### src/rtl/fifo_dm_pkg.sv
package fifo_dm_pkg;

    typedef enum logic {
        RD_STANDARD = 1'b0,
        RD_FALLTHRU = 1'b1
    } rd_mode_e;

endpackage

### src/rtl/fifo_dm_store.sv
module fifo_dm_store #(
    parameter int WIDTH = 36,
    parameter int DEPTH = 64,
    localparam int AW = $clog2(DEPTH)
) (
    input  logic             clk,
    input  logic             we,
    input  logic [AW-1:0]    waddr,
    input  logic [WIDTH-1:0] wdata,
    input  logic [AW-1:0]    raddr,
    output logic [WIDTH-1:0] rdata
);

    logic [WIDTH-1:0] cells [DEPTH];

    always_ff @(posedge clk) begin
        if (we) begin
            cells[waddr] <= wdata;
        end
    end

    assign rdata = cells[raddr];

endmodule

### src/rtl/fifo_dm_flags.sv
module fifo_dm_flags #(
    parameter int DEPTH = 64,
    localparam int CW = $clog2(DEPTH) + 1
) (
    input  logic [CW-1:0] fill,
    input  logic          fwft,
    input  logic          head_valid,
    input  logic          rewind_hold,
    input  logic [CW-1:0] ae_off,
    input  logic [CW-1:0] af_off,
    output logic          st_avail,
    output logic          st_space,
    output logic          half_full,
    output logic          almost_empty_n,
    output logic          almost_full_n
);

    localparam logic [CW-1:0] FULL_CNT = CW'(DEPTH);
    localparam logic [CW-1:0] HALF_CNT = CW'(DEPTH / 2);

    logic          is_empty;
    logic          is_full;
    logic [CW-1:0] free_cnt;

    always_comb begin
        is_empty       = (fill == '0);
        is_full        = (fill == FULL_CNT);
        free_cnt       = FULL_CNT - fill;
        st_avail       = fwft ? head_valid : (!is_empty && !rewind_hold);
        st_space       = !is_full;
        half_full      = (fill > HALF_CNT);
        almost_empty_n = (fill >= ae_off);
        almost_full_n  = (free_cnt > af_off);
    end

endmodule

### src/rtl/fifo_dm_ctrl.sv
module fifo_dm_ctrl
    import fifo_dm_pkg::*;
#(
    parameter int WIDTH = 36,
    parameter int DEPTH = 64,
    localparam int AW = $clog2(DEPTH),
    localparam int CW = AW + 1
) (
    input  logic             clk,
    input  logic             mstr_rst,
    input  logic             part_rst,
    input  logic             cfg_fwft,
    input  logic [CW-1:0]    cfg_ae_off,
    input  logic [CW-1:0]    cfg_af_off,
    input  logic             wr_en,
    input  logic             rd_en,
    input  logic             rexmit,
    input  logic [WIDTH-1:0] mem_rdata,
    output logic             mem_we,
    output logic [AW-1:0]    mem_waddr,
    output logic [AW-1:0]    mem_raddr,
    output logic [WIDTH-1:0] rd_data,
    output logic [CW-1:0]    fill,
    output logic             fwft,
    output logic             head_valid,
    output logic             rewind_hold,
    output logic [CW-1:0]    ae_off,
    output logic [CW-1:0]    af_off
);

    localparam logic [CW-1:0] FULL_CNT = CW'(DEPTH);
    localparam logic [CW-1:0] ONE      = CW'(1);

    typedef struct packed {
        logic [CW-1:0]    wptr;
        logic [CW-1:0]    rptr;
        logic [WIDTH-1:0] dout;
        logic             valid;
        logic             hold;
        rd_mode_e         mode;
        logic [CW-1:0]    ae_off;
        logic [CW-1:0]    af_off;
    } ctrl_state_t;

    ctrl_state_t st_q, st_d;
    logic [CW-1:0] fill_c;
    logic          empty_c;
    logic          full_c;
    logic          push_c;

    always_comb begin
        fill_c  = st_q.wptr - st_q.rptr;
        empty_c = (fill_c == '0);
        full_c  = (fill_c == FULL_CNT);
        push_c  = wr_en && !full_c && !mstr_rst && !part_rst;
        st_d    = st_q;

        if (mstr_rst) begin
            st_d        = '0;
            st_d.mode   = cfg_fwft ? RD_FALLTHRU : RD_STANDARD;
            st_d.ae_off = cfg_ae_off;
            st_d.af_off = cfg_af_off;
        end else if (part_rst) begin
            st_d.wptr  = '0;
            st_d.rptr  = '0;
            st_d.dout  = '0;
            st_d.valid = 1'b0;
            st_d.hold  = 1'b0;
        end else begin
            if (push_c) begin
                st_d.wptr = st_q.wptr + ONE;
            end
            if (rexmit) begin
                st_d.rptr = '0;
                st_d.hold = 1'b1;
                if (st_q.mode == RD_FALLTHRU) begin
                    st_d.valid = 1'b0;
                end
            end else begin
                st_d.hold = 1'b0;
                if (!st_q.hold) begin
                    if (st_q.mode == RD_STANDARD) begin
                        if (rd_en && !empty_c) begin
                            st_d.dout = mem_rdata;
                            st_d.rptr = st_q.rptr + ONE;
                        end
                    end else begin
                        if ((!st_q.valid || rd_en) && !empty_c) begin
                            st_d.dout  = mem_rdata;
                            st_d.rptr  = st_q.rptr + ONE;
                            st_d.valid = 1'b1;
                        end else if (rd_en && st_q.valid) begin
                            st_d.valid = 1'b0;
                        end
                    end
                end
            end
        end
    end

    always_ff @(posedge clk) begin
        st_q <= st_d;
    end

    assign mem_we      = push_c;
    assign mem_waddr   = st_q.wptr[AW-1:0];
    assign mem_raddr   = st_q.rptr[AW-1:0];
    assign rd_data     = st_q.dout;
    assign fill        = fill_c;
    assign fwft        = (st_q.mode == RD_FALLTHRU);
    assign head_valid  = st_q.valid;
    assign rewind_hold = st_q.hold;
    assign ae_off      = st_q.ae_off;
    assign af_off      = st_q.af_off;

endmodule

### src/rtl/fifo_dual_mode.sv
module fifo_dual_mode #(
    parameter int WIDTH = 36,
    parameter int DEPTH = 64,
    localparam int AW = $clog2(DEPTH),
    localparam int CW = AW + 1
) (
    input  logic             clk,
    input  logic             mstr_rst,
    input  logic             part_rst,
    input  logic             cfg_fwft,
    input  logic [CW-1:0]    cfg_ae_off,
    input  logic [CW-1:0]    cfg_af_off,
    input  logic             wr_en,
    input  logic [WIDTH-1:0] wr_data,
    input  logic             rd_en,
    input  logic             rexmit,
    output logic [WIDTH-1:0] rd_data,
    output logic             st_avail,
    output logic             st_space,
    output logic             half_full,
    output logic             almost_empty_n,
    output logic             almost_full_n
);

    logic             mem_we;
    logic [AW-1:0]    mem_waddr;
    logic [AW-1:0]    mem_raddr;
    logic [WIDTH-1:0] mem_rdata;
    logic [CW-1:0]    fill;
    logic             fwft;
    logic             head_valid;
    logic             rewind_hold;
    logic [CW-1:0]    ae_off;
    logic [CW-1:0]    af_off;

    fifo_dm_store #(.WIDTH(WIDTH), .DEPTH(DEPTH)) u_store (
        .clk   (clk),
        .we    (mem_we),
        .waddr (mem_waddr),
        .wdata (wr_data),
        .raddr (mem_raddr),
        .rdata (mem_rdata)
    );

    fifo_dm_ctrl #(.WIDTH(WIDTH), .DEPTH(DEPTH)) u_ctrl (
        .clk         (clk),
        .mstr_rst    (mstr_rst),
        .part_rst    (part_rst),
        .cfg_fwft    (cfg_fwft),
        .cfg_ae_off  (cfg_ae_off),
        .cfg_af_off  (cfg_af_off),
        .wr_en       (wr_en),
        .rd_en       (rd_en),
        .rexmit      (rexmit),
        .mem_rdata   (mem_rdata),
        .mem_we      (mem_we),
        .mem_waddr   (mem_waddr),
        .mem_raddr   (mem_raddr),
        .rd_data     (rd_data),
        .fill        (fill),
        .fwft        (fwft),
        .head_valid  (head_valid),
        .rewind_hold (rewind_hold),
        .ae_off      (ae_off),
        .af_off      (af_off)
    );

    fifo_dm_flags #(.DEPTH(DEPTH)) u_flags (
        .fill           (fill),
        .fwft           (fwft),
        .head_valid     (head_valid),
        .rewind_hold    (rewind_hold),
        .ae_off         (ae_off),
        .af_off         (af_off),
        .st_avail       (st_avail),
        .st_space       (st_space),
        .half_full      (half_full),
        .almost_empty_n (almost_empty_n),
        .almost_full_n  (almost_full_n)
    );

endmodule

### config.mk
export PLATFORM = sky130hd
export DESIGN_NAME = fifo_dual_mode
export DESIGN_NICKNAME = d
export VERILOG_FILES = /design/src/rtl/fifo_dm_pkg.sv /design/src/rtl/fifo_dm_store.sv /design/src/rtl/fifo_dm_flags.sv /design/src/rtl/fifo_dm_ctrl.sv /design/src/rtl/fifo_dual_mode.sv
export SDC_FILE = /design/constraint.sdc
export NUM_CORES = 2
export LEC_CHECK = 0
export BUFFER_PORTS_ARGS = -buffer_cell sky130_fd_sc_hd__buf_2
export CELL_PAD_IN_SITES_DETAIL_PLACEMENT = 1
export CELL_PAD_IN_SITES_GLOBAL_PLACEMENT = 1
export CORE_MARGIN = 2
export CORE_UTILIZATION = 35
export CTS_BUF_LIST = sky130_fd_sc_hd__clkbuf_16
export CTS_CLUSTER_SIZE = 10
export DETAILED_ROUTE_END_ITERATION = 8
export HOLD_SLACK_MARGIN = 0.12
export PLACE_DENSITY_LB_ADDON = 0.1
export SYNTH_ARGS = -nofsm -noshare
export SYNTH_HDL_FRONTEND = slang
export SYNTH_SLANG_ARGS = --single-unit
### constraint.sdc
create_clock -name clk -period 7.8 [get_ports clk]
set_clock_uncertainty 0.2 [all_clocks]
set_input_delay 1.95 -clock clk [delete_from_list [all_inputs] [get_ports clk]]
set_output_delay 1.95 -clock clk [all_outputs]
set_load 0.05 [all_outputs]
# After elaboration in Yosys (flattened, before gate mapping)
# Memories as Yosys holds them, arrays and structs flattened. A register that Yosys moved wholly into a read port is not among the register bits.
# Index checks and enable logic that the tools add are counted.
# classes
add_sub_neg	4
n_mul	0
div_mod_pow	0
magnitude_cmp	3
n_eq_ne	3
n_shift	0
muxes	15
bitwise_logic	2
reduce_logical	22
# ops
operator	count
$mux W43	3
$add A7 B1 Y7 const B	2
$mux W6	2
$mux W1	9
$eq A7 B7 Y1 const B	1
$ge A7 B7 Y1	1
$gt A7 B6 Y1 const B	1
$gt A7 B7 Y1	1
$logic_and A1 B1 Y1	7
$logic_not A7 Y1	1
$sub A7 B7 Y7	1
$sub A7 B7 Y7 const A	1
$logic_not A1 Y1	6
$reduce_and A3 Y1	2
$ne A2 B2 Y1 const B	2
$reduce_and A4 Y1	1
$reduce_bool A3 Y1	1
$reduce_or A3 Y1	1
$mux W2	1
$not A1 Y1	2
$reduce_bool A2 Y1	1
$reduce_or A2 Y1	1
$logic_or A1 B1 Y1	1
# totals
regBits	67
latch_bits	0
ram_bits	2304
romBits	0
input_bits	57
out_inout_bits	41
n_memories	1
# mem_list
name	depth	width	rd	rd_clocked_by_memory_dff	wr	line_no	rtl
u_store.cells	64	36	1	1	1	fifo_dm_store.sv:14	logic [WIDTH-1:0] cells [DEPTH];

# Logic depth before layout (Yosys ltp)
# depth
word_depth	8
depth_mapped	16
ltp_nobuf	15

# By module
# From an unflattened synthesis, not the netlist that was laid out.
# hier_totals
hier_cells	4186
hier_area_um2	91422.7
# modules_own_cells
module	instances	cells_each	area_each_um2	seq_area_each_um2
fifo_dm_store	1	3744	87252.4	69186.4
fifo_dm_ctrl	1	378	3713.6	1491.4
fifo_dm_flags	1	64	456.7	0.0

# Worst setup path after synthesis
# OpenSTA, ideal clock, no wires.
# synth_path
path_type	flip-flop to output port
from	reg u_ctrl.st_q, in the netlist u_ctrl.mem_waddr[0]
to	out almost_full_n
arrival_ns	3.383
t_required_ns	5.650
setup_slack_ns	2.267
stages_incl_launch_ff	17
n_path_buf	2
path_cell_list	dfxtp_1 -> inv_1 -> ha_1 -> inv_1 -> fa_1 -> inv_1 -> ha_1 -> nand3_1 -> mux2i_1 -> and3_1 -> buf_2 -> clkbuf_1 -> xnor2_1 -> ha_1 -> nand4_1 -> o21ai_0 -> o22a_1
# synth_via
elab_chain_cells	3
# synth_rtl
element	line_no	rtl
start, declared	fifo_dm_ctrl.sv:45	ctrl_state_t st_q, st_d;
start signal, assigned	fifo_dm_ctrl.sv:102	st_q <= st_d;
$sub A7 B7 Y7	fifo_dm_ctrl.sv:52	fill_c = st_q.wptr - st_q.rptr;
$sub A7 B7 Y7	fifo_dm_flags.sv:28	free_cnt = FULL_CNT - fill;
$gt A7 B7 Y1	fifo_dm_flags.sv:33	almost_full_n = (free_cnt > af_off);
end, declared	fifo_dual_mode.sv:22	output logic almost_full_n
# Every way passes these cells.

# Final worst setup path
# Ends and elaborated chain as after synthesis.

==> flow_metrics.env <==
export IMPL_outcome="finished, final reports clean"
export IMPL_path_class="reg -> out"
export IMPL_critPathLaunchType="register"
export IMPL_setup_viol=0
export IMPL_max_stage_delay_ns=0.60
export IMPL_fmax_ghz=0.1467
export IMPL_grt_max_degree=89
export IMPL_synth_top_cell_by_area="edfxtp_1"
export IMPL_timing_final_crit_share_pct=87.40
export IMPL_place_hpwl_mm=177.8
export IMPL_area_growth_pct=15.17
export IMPL_path_max_fanout=14
export IMPL_synth_edf_count=2319
export IMPL_coreArea_um2=256900
export IMPL_wl_met3_mm=15.53
export IMPL_power_mw=26.86
export IMPL_rsz0062_at_grt="false"
export IMPL_synthArstFlopShare_pct=0
export IMPL_clk_insertion_delay_late_ns=0.85
export IMPL_synthCells=4074
export IMPL_avgSynthCellArea_um2=22.22
export IMPL_r2r_start="u_ctrl.mem_waddr[0]"
export IMPL_dr_pass1_iters=5
export IMPL_root_buffer="clkbuf_16"
export IMPL_ys_types=61
export IMPL_max_vdd_ir_drop_uv=203.8
export IMPL_remaining_drc_errors=0
export IMPL_yosysSeqAreaShare_pct=78.21
export IMPL_period_needed_ns=6.817
export IMPL_row_count=186
export IMPL_slew_violations=0
export IMPL_synth_top_area_share_pct=76.93
export IMPL_cts_tree="yes"
export IMPL_vias=44740
export IMPL_path_clk_slew_ns=0.05
export IMPL_end_kind="output pin"
export IMPL_die_height_um=512.6
export IMPL_hold_buffers=0
export IMPL_antenna_found_initial=30
export IMPL_synthFlopType="edfxtp_1"
export IMPL_hold_path_startpoint="u_ctrl.rd_data[24]"
export IMPL_gp_congestion=0.7980
export IMPL_min_path_type="reg -> reg"
export IMPL_hold_violations=0
export IMPL_wl_met2_mm=138.9
export IMPL_whs_path_depth=2
export IMPL_nNetsFinal=4439
export IMPL_cts_sinks=2377
export IMPL_portBuffers=97
export IMPL_track_usage_pct=22.24
export IMPL_wl_mm=293.6
export IMPL_yosys_warnings=0
export IMPL_vias_per_cell=5.672
export IMPL_syn_num_nets=4155
export IMPL_die_area_um2=262700
export IMPL_r2r_slack_ns=2.25
export IMPL_drt_iter0_markers=5294
export IMPL_met1_length_mm=131.4
export IMPL_slowest_stage="and3_1"
export IMPL_fp_dieW_um=512.6
export IMPL_drive_above_1_share_pct=27.79
export IMPL_cp_arrival_ns=4.67
export IMPL_clockBufferDepth=4
export IMPL_timing_hold_worst_endpoint="u_ctrl.rd_data[24]"
export IMPL_post_drt_wl_per_cell_um=37.23
export IMPL_grt_pass1_wl_mm=404.7
export IMPL_drtAntennaViolNets=0
export IMPL_worstReg2RegEnd="u_store.cells[53][20]"
export IMPL_cts_buffers=289
export IMPL_maxCapViolCount=0
export IMPL_cp_required_ns=5.65
export IMPL_crit_chain="inv_1 -> ha_1 -> inv_1 -> fa_1 -> xnor2_1 -> nand3_1 -> mux2i_1 -> and3_1 -> xnor2_1 -> ha_1 -> nand4_1 -> o21ai_0 -> o22a_1 -> buf_2"
export IMPL_powerDensity_nw_per_um2=257.6
export IMPL_crit_path_start="u_ctrl.mem_waddr[0]"
export IMPL_grt_pass1_vias=46220
export IMPL_tns_ns=0
export IMPL_layoutNonFillerInstCount=7888
export IMPL_maxSlewHeadroom_pct=7.588
export IMPL_topRoutingLayerUsed="met5"
export IMPL_cts_resized=0
export IMPL_yosys_top_cells_area="edfxtp_1 77%, mux4_2 14%, dfxtp_1 1.3%"
export IMPL_place_inst=7451
export IMPL_p_leak_nw=31.87
export IMPL_worst_pin_slew_ns=1.351
export IMPL_post_cts_buffers=0
export IMPL_synth_seq_cells=2377
export IMPL_ff2ff_path_depth=13
export IMPL_start_util_pct=35.23
export IMPL_grt_overflow_total=0
export IMPL_ios=98
export IMPL_h_tree_depth=5
export IMPL_synthesis_area_um2=90520
## layer usage
metal | vias up | GRT usage (%)
li1 | 17880 | -
met1 | 24980 | 32.65
met2 | 1530 | 35.22
met3 | 350 | 2.688
met4 | 2 | 5.703
met5 | - | 0
## flip-flops by register name (all words and copies together), names as in the netlist, named ones only
signal and cells:
u_ctrl.mem_waddr 6, u_ctrl.rewind_hold 1, u_ctrl.fwft 1, u_ctrl.st_q 2, u_ctrl.ae_off 7, u_ctrl.af_off 7, u_ctrl.mem_raddr 6, u_store.cells 2304
u_ctrl.head_valid 1, u_ctrl.rd_data 36
## worst max-delay path by stage
| stage | cells past startpoint | to | slack, ns |
|---|---|---|---|
| 2_1_floorplan | 16 | almost_full_n | 2.27 |
| 3_3_place_gp | 14 | almost_full_n | 1.78 |
| 3_5_place_dp | 14 | almost_full_n | 1.83 |
| 4_1_cts | 14 | almost_full_n | 0.92 |
| 5_1_grt | 14 | almost_full_n | 0.53 |
| 6_report | 14 | almost_full_n | 0.98 |
## power breakdown
group	total, mW	internal [mW]	switching, mW
Sequential	14.1	14.0	0.0169
Combinational	0.789	0.210	0.579
Clock	12.0	6.95	5.07
Total	26.9	21.2	5.66
## final cells by class
type	instances	area [um^2]
fillers	23950	152700
flip-flops and latches	2377	70810
multi-input cells	1402	18930
clock buffers	299	7482
well taps	3384	4234
repair buffers	257	1977
clock inverters	128	678.2
inverters	31	116.4
diodes	10	25.02
## metrics by stage
step	area, um^2	setup slack (ns)	hold slack (ns)	util (%)
after floorplan	90520	2.267	0.2377	-
after global routing	104200	0.5291	0.2865	40.57
after CTS	104200	0.9153	0.2649	40.56
after detailed placement	96060	1.834	0.2575	37.39
after global placement	96060	1.779	0.2515	37.39
final	104300	0.9826	0.2587	40.58
## synthesized netlist by cell type (37+ instances only)
cell / number
dfxtp_1: 58
nor2_1: 99
a21oi_1: 85
edfxtp_1: 2319
nand3_1: 44
mux2i_1: 37
buf_2: 72
a22oi_1: 119
clkbuf_1: 120
o22ai_1: 59
buf_4: 40
mux4_2: 581
nor3_1: 37
nand2_1: 52
## layout by cell type, fill, tap and decap left out, drive strengths merged, types with 4 or more instances in the layout
cell / instances
a2111oi: 5
a211oi: 19
a21o: 6
a21oi: 85
a221oi: 28
a22o: 28
a22oi: 119
a311oi: 5
a31oi: 10
a32oi: 4
and2: 6
and3: 5
buf: 257
bufinv: 4
clkbuf: 299
clkinv: 26
dfxtp: 58
diode: 10
edfxtp: 2319
ha: 23
inv: 129
mux2i: 37
mux4: 581
nand2: 53
nand2b: 8
nand3: 44
nand4: 11
nor2: 99
nor2b: 15
nor3: 37
nor4: 13
o211ai: 5
o21ai: 46
o22ai: 59
or2: 4
or3: 4
xnor2: 13
xor2: 4
## critical path, delay by kind of cell, from the launching register on
kind | cells | cell delay [ns]
AO/OA/AOI/OAI | 2 | 0.41
XOR/XNOR | 2 | 0.52
adder cells (fa/ha/maj) | 3 | 0.90
buffers and inverters | 3 | 0.46
flip-flops | 1 | 0.34
multiplexers | 1 | 0.35
AND/OR/NAND/NOR | 3 | 0.84
## cell families after synthesis
kind of cell	count (synthesis)	share of synthesized area, %
adder cells (fa/ha/maj)	24	0.3400
AO/OA/AOI/OAI	434	3.283
XOR/XNOR	17	0.1645
buffers and inverters	295	1.505
flip-flops	2377	78.21
multiplexers	620	14.89
AND/OR/NAND/NOR	307	1.609
Note: power is estimated with default switching activity, not from simulation.
